**src/rtl/tcam_emu_pkg.sv**
```systemverilog
`timescale 1ns/1ps
// Shared types for the segmented RAM ternary match engine.
package tcam_emu_pkg;
    // Sweep controller modes: idle, table clear after reset, rule load.
    typedef enum logic [1:0] {
        CTL_IDLE = 2'd0,
        CTL_CLR  = 2'd1,
        CTL_LOAD = 2'd2
    } ctl_state_e;
endpackage

```
**src/rtl/tcam_seg_ram.sv**
```systemverilog
`timescale 1ns/1ps
// One slice table: 2^ADDR_W words of DATA_W bits.
// Writes use a per-bit enable. Reads are registered with one cycle of latency.
// Assumes a read and a write to the same address never meet in one cycle,
// which the top guarantees by refusing keys during a sweep.
module tcam_seg_ram #(
    parameter int ADDR_W = 4,
    parameter int DATA_W = 16
) (
    input  logic              clk,
    input  logic              we,
    input  logic [ADDR_W-1:0] waddr,
    input  logic [DATA_W-1:0] wbit_en,
    input  logic [DATA_W-1:0] wdata,
    input  logic [ADDR_W-1:0] raddr,
    output logic [DATA_W-1:0] rdata
);
    localparam int DEPTH = 1 << ADDR_W;

    logic [DATA_W-1:0] mem [DEPTH];

    // Per-bit masked write of the addressed word.
    always_ff @(posedge clk) begin
        if (we) begin
            for (int b = 0; b < DATA_W; b++) begin
                if (wbit_en[b]) mem[waddr][b] <= wdata[b];
            end
        end
    end

    // Registered read port.
    always_ff @(posedge clk) begin
        rdata <= mem[raddr];
    end
endmodule

```
**src/rtl/tcam_sweep_ctl.sv**
```systemverilog
`timescale 1ns/1ps
// Sweep sequencer. After reset it walks every table address once in clear mode.
// When upd_start arrives while idle, it latches the rule and walks every
// address once in load mode. busy is high whenever a sweep runs.
module tcam_sweep_ctl
    import tcam_emu_pkg::*;
#(
    parameter int ADDR_W = 4,
    parameter int KEY_W  = 16,
    parameter int IDX_W  = 4
) (
    input  logic              clk,
    input  logic              rst_n,
    input  logic              start,
    input  logic [IDX_W-1:0]  rule_in,
    input  logic [KEY_W-1:0]  value_in,
    input  logic [KEY_W-1:0]  care_in,
    output logic              busy,
    output logic              wr_en,
    output logic              wr_clear,
    output logic [ADDR_W-1:0] wr_addr,
    output logic [IDX_W-1:0]  rule_q,
    output logic [KEY_W-1:0]  value_q,
    output logic [KEY_W-1:0]  care_q
);
    ctl_state_e        state;
    logic [ADDR_W-1:0] addr_q;

    // Mode and address sequencing.
    always_ff @(posedge clk) begin
        if (!rst_n) begin
            state  <= CTL_CLR;
            addr_q <= '0;
        end else begin
            case (state)
                CTL_IDLE: if (start) begin
                    state  <= CTL_LOAD;
                    addr_q <= '0;
                end
                default: begin
                    addr_q <= addr_q + 1'b1;
                    if (&addr_q) state <= CTL_IDLE;
                end
            endcase
        end
    end

    // Capture the rule description when a load is accepted.
    always_ff @(posedge clk) begin
        if (!rst_n) begin
            rule_q  <= '0;
            value_q <= '0;
            care_q  <= '0;
        end else if (state == CTL_IDLE && start) begin
            rule_q  <= rule_in;
            value_q <= value_in;
            care_q  <= care_in;
        end
    end

    // Write strobes follow the mode.
    always_comb begin
        busy     = (state != CTL_IDLE);
        wr_en    = busy;
        wr_clear = (state == CTL_CLR);
        wr_addr  = addr_q;
    end
endmodule

```
**src/rtl/tcam_prio_enc.sv**
```systemverilog
`timescale 1ns/1ps
// Priority encoder: reports the lowest set bit of the vector.
// Returns index 0 and any = 0 when no bit is set.
module tcam_prio_enc #(
    parameter int WIDTH = 16,
    parameter int IDX_W = 4
) (
    input  logic [WIDTH-1:0] vec,
    output logic             any,
    output logic [IDX_W-1:0] idx
);
    // Scan from the top down so that the lowest set bit is written last.
    always_comb begin
        any = 1'b0;
        idx = '0;
        for (int i = WIDTH - 1; i >= 0; i--) begin
            if (vec[i]) begin
                any = 1'b1;
                idx = IDX_W'(i);
            end
        end
    end
endmodule

```
**src/rtl/tcam_emu.sv**
```systemverilog
`timescale 1ns/1ps
// Segmented RAM ternary match engine.
// The key is cut into KEY_W/SEG_W slices. Each slice reads a table whose word
// holds one match bit per rule. The words are ANDed and priority-encoded.
// Latency is three edges: table read, AND, encode.
// Assumes KEY_W is a multiple of SEG_W and that RULES is at least 2.
module tcam_emu #(
    parameter int KEY_W = 16,
    parameter int SEG_W = 4,
    parameter int RULES = 16,
    localparam int IDX_W = $clog2(RULES)
) (
    input  logic             clk,
    input  logic             rst_n,
    input  logic             srch_valid,
    input  logic [KEY_W-1:0] srch_key,
    input  logic             upd_start,
    input  logic [IDX_W-1:0] upd_rule,
    input  logic [KEY_W-1:0] upd_value,
    input  logic [KEY_W-1:0] upd_care,
    output logic             busy,
    output logic             res_valid,
    output logic             res_hit,
    output logic [IDX_W-1:0] res_index
);
    localparam int NSEG  = KEY_W / SEG_W;
    localparam int DEPTH = 1 << SEG_W;

    logic             wr_en, wr_clear;
    logic [SEG_W-1:0] wr_addr;
    logic [IDX_W-1:0] rule_q;
    logic [KEY_W-1:0] value_q, care_q;
    logic [RULES-1:0] col_en;
    logic [RULES-1:0] rd_word [NSEG];
    logic [RULES-1:0] match_c, match_q;
    logic             acc, v1, v2;
    logic             enc_any;
    logic [IDX_W-1:0] enc_idx;

    tcam_sweep_ctl #(.ADDR_W(SEG_W), .KEY_W(KEY_W), .IDX_W(IDX_W)) u_ctl (
        .clk(clk), .rst_n(rst_n), .start(upd_start),
        .rule_in(upd_rule), .value_in(upd_value), .care_in(upd_care),
        .busy(busy), .wr_en(wr_en), .wr_clear(wr_clear), .wr_addr(wr_addr),
        .rule_q(rule_q), .value_q(value_q), .care_q(care_q)
    );

    // Column select: every bit during clear, only the loaded rule otherwise.
    always_comb begin
        col_en = wr_clear ? '1 : (RULES'(1) << rule_q);
    end

    for (genvar s = 0; s < NSEG; s++) begin : g_seg
        logic             seg_bit;
        logic [RULES-1:0] seg_wdata;

        // Does the loaded rule's slice accept the address under sweep?
        always_comb begin
            seg_bit   = ((wr_addr ^ value_q[s*SEG_W +: SEG_W])
                         & care_q[s*SEG_W +: SEG_W]) == '0;
            seg_wdata = wr_clear ? '0 : {RULES{seg_bit}};
        end

        tcam_seg_ram #(.ADDR_W(SEG_W), .DATA_W(RULES)) u_ram (
            .clk(clk), .we(wr_en), .waddr(wr_addr), .wbit_en(col_en),
            .wdata(seg_wdata), .raddr(srch_key[s*SEG_W +: SEG_W]),
            .rdata(rd_word[s])
        );
    end

    // Combine the slice words.
    always_comb begin
        match_c = '1;
        for (int s = 0; s < NSEG; s++) match_c &= rd_word[s];
    end

    assign acc = srch_valid && !busy;

    // Valid pipeline and AND stage.
    always_ff @(posedge clk) begin
        if (!rst_n) begin
            v1      <= 1'b0;
            v2      <= 1'b0;
            match_q <= '0;
        end else begin
            v1      <= acc;
            v2      <= v1;
            match_q <= match_c;
        end
    end

    tcam_prio_enc #(.WIDTH(RULES), .IDX_W(IDX_W)) u_enc (
        .vec(match_q), .any(enc_any), .idx(enc_idx)
    );

    // Result register.
    always_ff @(posedge clk) begin
        if (!rst_n) begin
            res_valid <= 1'b0;
            res_hit   <= 1'b0;
            res_index <= '0;
        end else begin
            res_valid <= v2;
            res_hit   <= v2 && enc_any;
            res_index <= (v2 && enc_any) ? enc_idx : '0;
        end
    end
endmodule

```
**config.mk**
```make
export PLATFORM = sky130hd
export DESIGN_NAME = tcam_emu
export DESIGN_NICKNAME = d
export VERILOG_FILES = /design/src/rtl/tcam_emu_pkg.sv /design/src/rtl/tcam_seg_ram.sv /design/src/rtl/tcam_sweep_ctl.sv /design/src/rtl/tcam_prio_enc.sv /design/src/rtl/tcam_emu.sv
export SDC_FILE = /design/constraint.sdc
export NUM_CORES = 1
export LEC_CHECK = 0
export BUFFER_PORTS_ARGS = -buffer_cell sky130_fd_sc_hd__buf_2
export CAP_MARGIN = 5
export CORE_UTILIZATION = 50
export CTS_CLUSTER_DIAMETER = 30
export DETAILED_ROUTE_END_ITERATION = 8
export GPL_TIMING_DRIVEN = 0
export PLACE_DENSITY = 0.66
export REMOVE_ABC_BUFFERS = 1
export SYNTH_ARGS = -nofsm -noshare
export SYNTH_HDL_FRONTEND = slang
export SYNTH_HIERARCHICAL = 1
export SYNTH_SLANG_ARGS = --single-unit
```
**constraint.sdc**
```tcl
create_clock -name clk -period 11.15 [get_ports clk]
set_input_delay 0.5575 -clock clk [delete_from_list [all_inputs] [get_ports clk]]
set_output_delay 0.5575 -clock clk [all_outputs]
set_load 0.02 [all_outputs]
```
Word-level counts from Yosys, hierarchy flattened

Memories as Yosys holds them, arrays and structs flattened. A register that Yosys moved wholly into a read port is not among the register bits.
Index checks and enable logic that the tools add are counted.

Shifts and indexed selects: 1
Multiplexer cells: 89
Reductions and logical operators: 17
$add $sub $neg: 1
Bitwise logic cells: 13
Equal/unequal tests: 2

Operators by type and width:

| kind                                                                | count |
|---|---|
| 16-bit two-way mux                                                  | 5 |
| 1-bit two-way mux                                                   | 65 |
| 16-bit AND                                                          | 3 |
| 4-bit two-way mux                                                   | 10 |
| 4-bit AND                                                           | 4 |
| 4-bit zero test                                                     | 4 |
| 1-bit by 4-bit << shifter with 16-bit output (first input constant) | 1 |
| 4-bit bitwise XOR                                                   | 4 |
| 3-bit two-way mux                                                   | 4 |
| 2-bit two-way mux                                                   | 5 |
| 10-bit OR reduction                                                 | 1 |
| 6-bit OR reduction                                                  | 1 |
| 4-bit by 1-bit adder with 4-bit output (second input constant)      | 1 |
| 4-bit AND reduction                                                 | 1 |
| 2-bit nonzero test                                                  | 2 |
| 4-bit OR reduction                                                  | 1 |
| 1-bit logical AND                                                   | 3 |
| 3-bit OR reduction                                                  | 1 |
| 2-bit by 1-bit == test with 1-bit output (second input constant)    | 1 |
| 2-bit zero test                                                     | 1 |
| 2-bit inequality test (second input constant)                       | 1 |
| 1-bit NOT                                                           | 2 |
| 2-bit AND reduction                                                 | 1 |
| 1-bit zero test                                                     | 1 |

RAM bits: 1024
Memories: 4
Bits in registers: 66

Memories:

| memory             | depth | bits a word | rd ports | clocked after memory_dff | write ports | line               | source |
|---|---|---|---|---|---|---|---|
| g_seg[0].u_ram.mem | 16    | 16          | 1        | 1                        | 1           | tcam_seg_ram.sv:20 | `logic [DATA_W-1:0] mem [DEPTH];` |
| g_seg[1].u_ram.mem | 16    | 16          | 1        | 1                        | 1           | tcam_seg_ram.sv:20 |  |
| g_seg[2].u_ram.mem | 16    | 16          | 1        | 1                        | 1           | tcam_seg_ram.sv:20 |  |
| g_seg[3].u_ram.mem | 16    | 16          | 1        | 1                        | 1           | tcam_seg_ram.sv:20 |  |

Longest topological paths before layout

Depth after elaboration: 19
Gate-level depth with buffers: 8
Mapped depth without buffers: 5

Cells and area by module

Netlist, hierarchy kept.

Modules (own cells, without submodules):

| module         | instances | area an instance (µm²) | cells an instance | seq. area each (µm²) |
|---|---|---|---|---|
| tcam_seg_ram   | 4         | 11185.7                | 737               | 8007.7 |
| tcam_sweep_ctl | 1         | 1649.1                 | 188               | 840.8 |
| tcam_emu       | 1         | 1138.6                 | 134               | 480.5 |
| tcam_prio_enc  | 1         | 178.9                  | 33                | 0.0 |

Worst setup path before layout

Ideal clock, no wire load.

Path kind: flip-flop to flip-flop
Start: reg u_ctl.addr_q[0], in the netlist u_ctl/wr_addr[0]
End: mem g_seg[0].u_ram.mem[0][0], data pin
Path slack: 5647 ps
Clock period less this slack: 5503 ps
Library setup time: 869 ps
Arrival: 4635 ps
Cell stages (with the launch flop): 4
Data required time: 10281 ps
Path through: dfxtp_1 xor2_1 a222oi_1 and2_1

Word-level cells in the longest chain between the ends: 4

RTL lines:

| what                            | line                 | source |
|---|---|---|
| from (decl)                     | tcam_sweep_ctl.sv:27 | `logic [ADDR_W-1:0] addr_q;` |
| from (signal assigned)          | tcam_sweep_ctl.sv:41 | `addr_q <= addr_q + 1'b1;` |
| 4-bit bitwise XOR               | tcam_emu.sv:58       | `seg_bit = ((wr_addr ^ value_q[s*SEG_W +: SEG_W])` |
| 4-bit AND                       | tcam_emu.sv:59       | `& care_q[s*SEG_W +: SEG_W]) == '0;` |
| 4-bit zero test                 | tcam_emu.sv:58       |  |
| 16-bit two-way mux              | tcam_emu.sv:60       | `seg_wdata = wr_clear ? '0 : {RULES{seg_bit}};` |
| named net g_seg[0].seg_wdata[0] | tcam_emu.sv:54       | `logic [RULES-1:0] seg_wdata;` |
| to (decl)                       | tcam_seg_ram.sv:20   |  |

The timed path passes the listed nets, and every way through them passes these cells.

Worst setup path in the final report

Start: reg u_ctl.addr_q[0], in the netlist u_ctl/wr_addr[0]
End: mem g_seg[2].u_ram.mem[4][11], data pin

Word-level cells in the longest chain between the ends: 4

RTL lines:

| what               | line |
|---|---|
| 4-bit bitwise XOR  | tcam_emu.sv:58 |
| 4-bit AND          | tcam_emu.sv:59 |
| 4-bit zero test    | tcam_emu.sv:58 |
| 16-bit two-way mux | tcam_emu.sv:60 |
| to (decl)          | tcam_seg_ram.sv:20 |

No other way between the ends.

==> flow_summary.toml <==
[detailed_routing]
final_antenna_net_count = 0
post_drt_wl_per_cell_um = 24.4
wirelength_um = 118000
drc = 0
first_iter_violations = 3068
vias = 28500
first_pass_iters = 6
vias_per_cell = 5.91

[die]
die_w_um = 311
die_h_um = 311
die_area_mm2 = 0.0967
io_pins = 63
initial_core_util_pct = 50.8
num_rows = 112
core_mm2 = 0.0939

[critical_path]
endpoint_kind = "register"
critPathLaunchType = "register"
critPathKind = "reg -> reg"
reg2reg_from = "u_ctl/wr_addr[0]"
cp.arrival_ns = 3.75
r2r-end = "g_seg[2].u_ram/mem[4][11]"
crit_fanout = 93
r2r_cells = 6
crit_required_ns = 11.70
r2r_slack_ns = 7.94

[logic_synthesis]
synthesis.instances = 3303
synth_flop_cell = "edfxtp_1"
avgSynthCellArea_um2 = 14.4
synth_edf_count = 1024
ys_async_sr_fraction_pct = 0
synth_seq_cells = 1154
ys_types = 44
yosysWarnings = 6
synth-seq-area-share_pct = 69.9
synth.cell_area_mm2 = 0.0477

[finish]
utilization_pct = 60.5
drive_above_1_share_pct = 19.1
multiInputGateArea_mm2 = 0.0133
mostFrequentLayoutCell = "nor2_1"
register_area_mm2 = 0.0334
layout_common_cells = "nor2_1, edfxtp_1, nand2_1"
fin_nets = 3452
nFillCells = 7006
diodes = 0
syn_to_final_growth_pct = 19.0

[clocking]
cts_root_buffer = "clkbuf_16"
htreeDepth = 4
clkLatencyLatePin_ns = 0.78
tritoncts = "done"
cts.sinks = 1154
numCtsBuffers = 212
ctsLongestPathBuffers = 3
cts_resized = 0
clk_pin_slew_ns = 0.05

[global_routing]
grtUsageTotal_pct = 24.6
grt_start_max_net_pins = 116
grt_pass1_wl_um = 175000
antenna_found_initial = 4
overflow = 0
grt_pass1_vias = 29300

[run]
max-cap-violations = 0

[timing]
maxSlewViolCount = 0
tightest_slew_ns = 1.29
fin_skew_ns = 0.0354
fin_crit_ns = 3.21
max_freq_mhz = 312
final-setup-viol-count = 0
hold_ws_ns = 0.0420
grt_setup_unrepaired = "false"
finalCritPeriodShare_pct = 28.7
hold_viol = 0
relSlewSlack_pct = 13.7
timing.setup.tns_ns = 0

[placement]
port_buffers = 62
routabilityCongestion = 0.746
dp_hpwl_um = 65800

[power]
vdd.ir_drop.worst_mv = 0.182
leakage_nw = 23.1
powerDensity_mw_per_mm2 = 205

[worst_hold_path]
hp-class = "in -> reg"
min-delay-start = "upd_care[6]"
hold_depth = 3
hold_end = "u_ctl/care_q[6]"

[status]
outcome = "finished clean"
-- synth_stat cells (2+ instances only) --
cell	n	area (µm²)
a22oi_1	128	961
mux4_1	40	1050
nor3_1	3	15.0
and3_1	3	18.8
mux4_2	216	4860
buf_6	22	248
nor2b_1	31	194
and2_1	14	87.6
nand4_1	5	31.3
buf_4	13	97.6
nand2_1	261	980
dfxtp_1	130	2600
a31o_2	6	52.6
nor4_2	2	25.0
a21o_1	9	67.6
a21boi_1	30	225
edfxtp_1	1024	30700
a21boi_0	7	52.6
buf_2	19	95.1
a222oi_1	4	40.0
nand3_1	43	215
xor2_1	16	140
a21oi_1	10	50.1
and3b_1	2	17.5
buf_1	12	45.0
clkbuf_1	170	638
inv_1	5	18.8
nor2_1	1062	3990
-- metal layers --
metal	wire (µm)	track usage, %	vias up
met5	13	0	-
met1	44900	32.0	14600
met4	4000	9.72	2
met2	57900	40.2	1283
met3	11300	5.69	248
li1	-	-	12400
-- timing repair --
item	in CTS	in global routing
hold endpoints to repair	16	0
setup buffers	0	0
hold buffers	16	0
-- metrics by stage --
step / cells / power, W / setup WS (ns) / cell area (µm²)
after detailed placement: 4417 / 0.00532 / 7.68 / 49300
after global placement: 4383 / 0.00529 / 3.16 / 48500
after CTS: 4828 / 0.0117 / 7.66 / 56700
after global routing: 4830 / 0.0120 / 7.72 / 56800
after floorplan: 3067 / 0.00510 / 5.65 / 46600
final: 4830 / 0.0117 / 7.94 / 56800
-- sequential cells by signal, indices dropped and copies added, names as in the netlist --
| name | count |
|---|---|
| u_ctl/state | 2 |
| res_valid | 1 |
| u_ctl/rule_q | 4 |
| u_ctl/care_q | 16 |
| res_hit | 1 |
| v1 | 1 |
| u_ctl/value_q | 16 |
| match_q | 16 |
| v2 | 1 |
| g_seg.u_ram/rdata | 64 |
| u_ctl/wr_addr | 4 |
| res_index | 4 |
| g_seg.u_ram/mem | 1024 |
-- kinds of logic (layout without fill, tap and decap cells) --
kind of cell	after synthesis	in the layout	synth area share [%]
simple gates	1432	1432	11.8
flops	1154	1154	69.9
compound gates	203	203	3.19
fa+ha+maj	1	1	0.0262
buf+inv	241	514	2.39
xor+xnor	16	16	0.294
mux	256	256	12.4
-- worst max-delay path by stage --
| stage | end | depth (start not counted) | start |
|---|---|---|---|
| after detailed placement | g_seg[0].u_ram/mem[2][9] | 5 | u_ctl/wr_addr[2] |
| after floorplan | g_seg[0].u_ram/mem[0][0] | 3 | u_ctl/wr_addr[0] |
| final | g_seg[2].u_ram/mem[4][11] | 6 | u_ctl/wr_addr[0] |
| after global placement | g_seg[1].u_ram/mem[0][4] | 3 | u_ctl/wr_addr[0] |
| after global routing | g_seg[2].u_ram/mem[3][11] | 6 | u_ctl/wr_addr[0] |
| after CTS | g_seg[0].u_ram/mem[4][9] | 5 | u_ctl/wr_addr[2] |
-- worst max-delay path: stages (launching register included) --
cell,delay (ns)
dfxtp_1,0.86
buf_16,0.25
xor2_1,0.09
a222oi_1,0.38
and2_4,0.66
buf_16,0.35
buf_16,0.32
-- area by class of cell --
| type | instances | area share [%] |
|---|---|---|
| Sequential cell | 1154 | 58.7 |
| Multi-Input combinational cell | 1908 | 23.3 |
| Clock buffer | 266 | 10.0 |
| Clock inverter | 129 | 2.83 |
| Tap cell | 1254 | 2.76 |
| Timing Repair Buffer | 114 | 2.27 |
| Inverter | 5 | 0.0375 |
-- report_power, final --
group	switching, W	leakage [nW]	internal [W]
Sequential	0.0000463	11.2	0.00476
Combinational	0.000259	8.29	0.000179
Clock	0.00213	3.54	0.00427
Power figures use the tool's default switching activity.
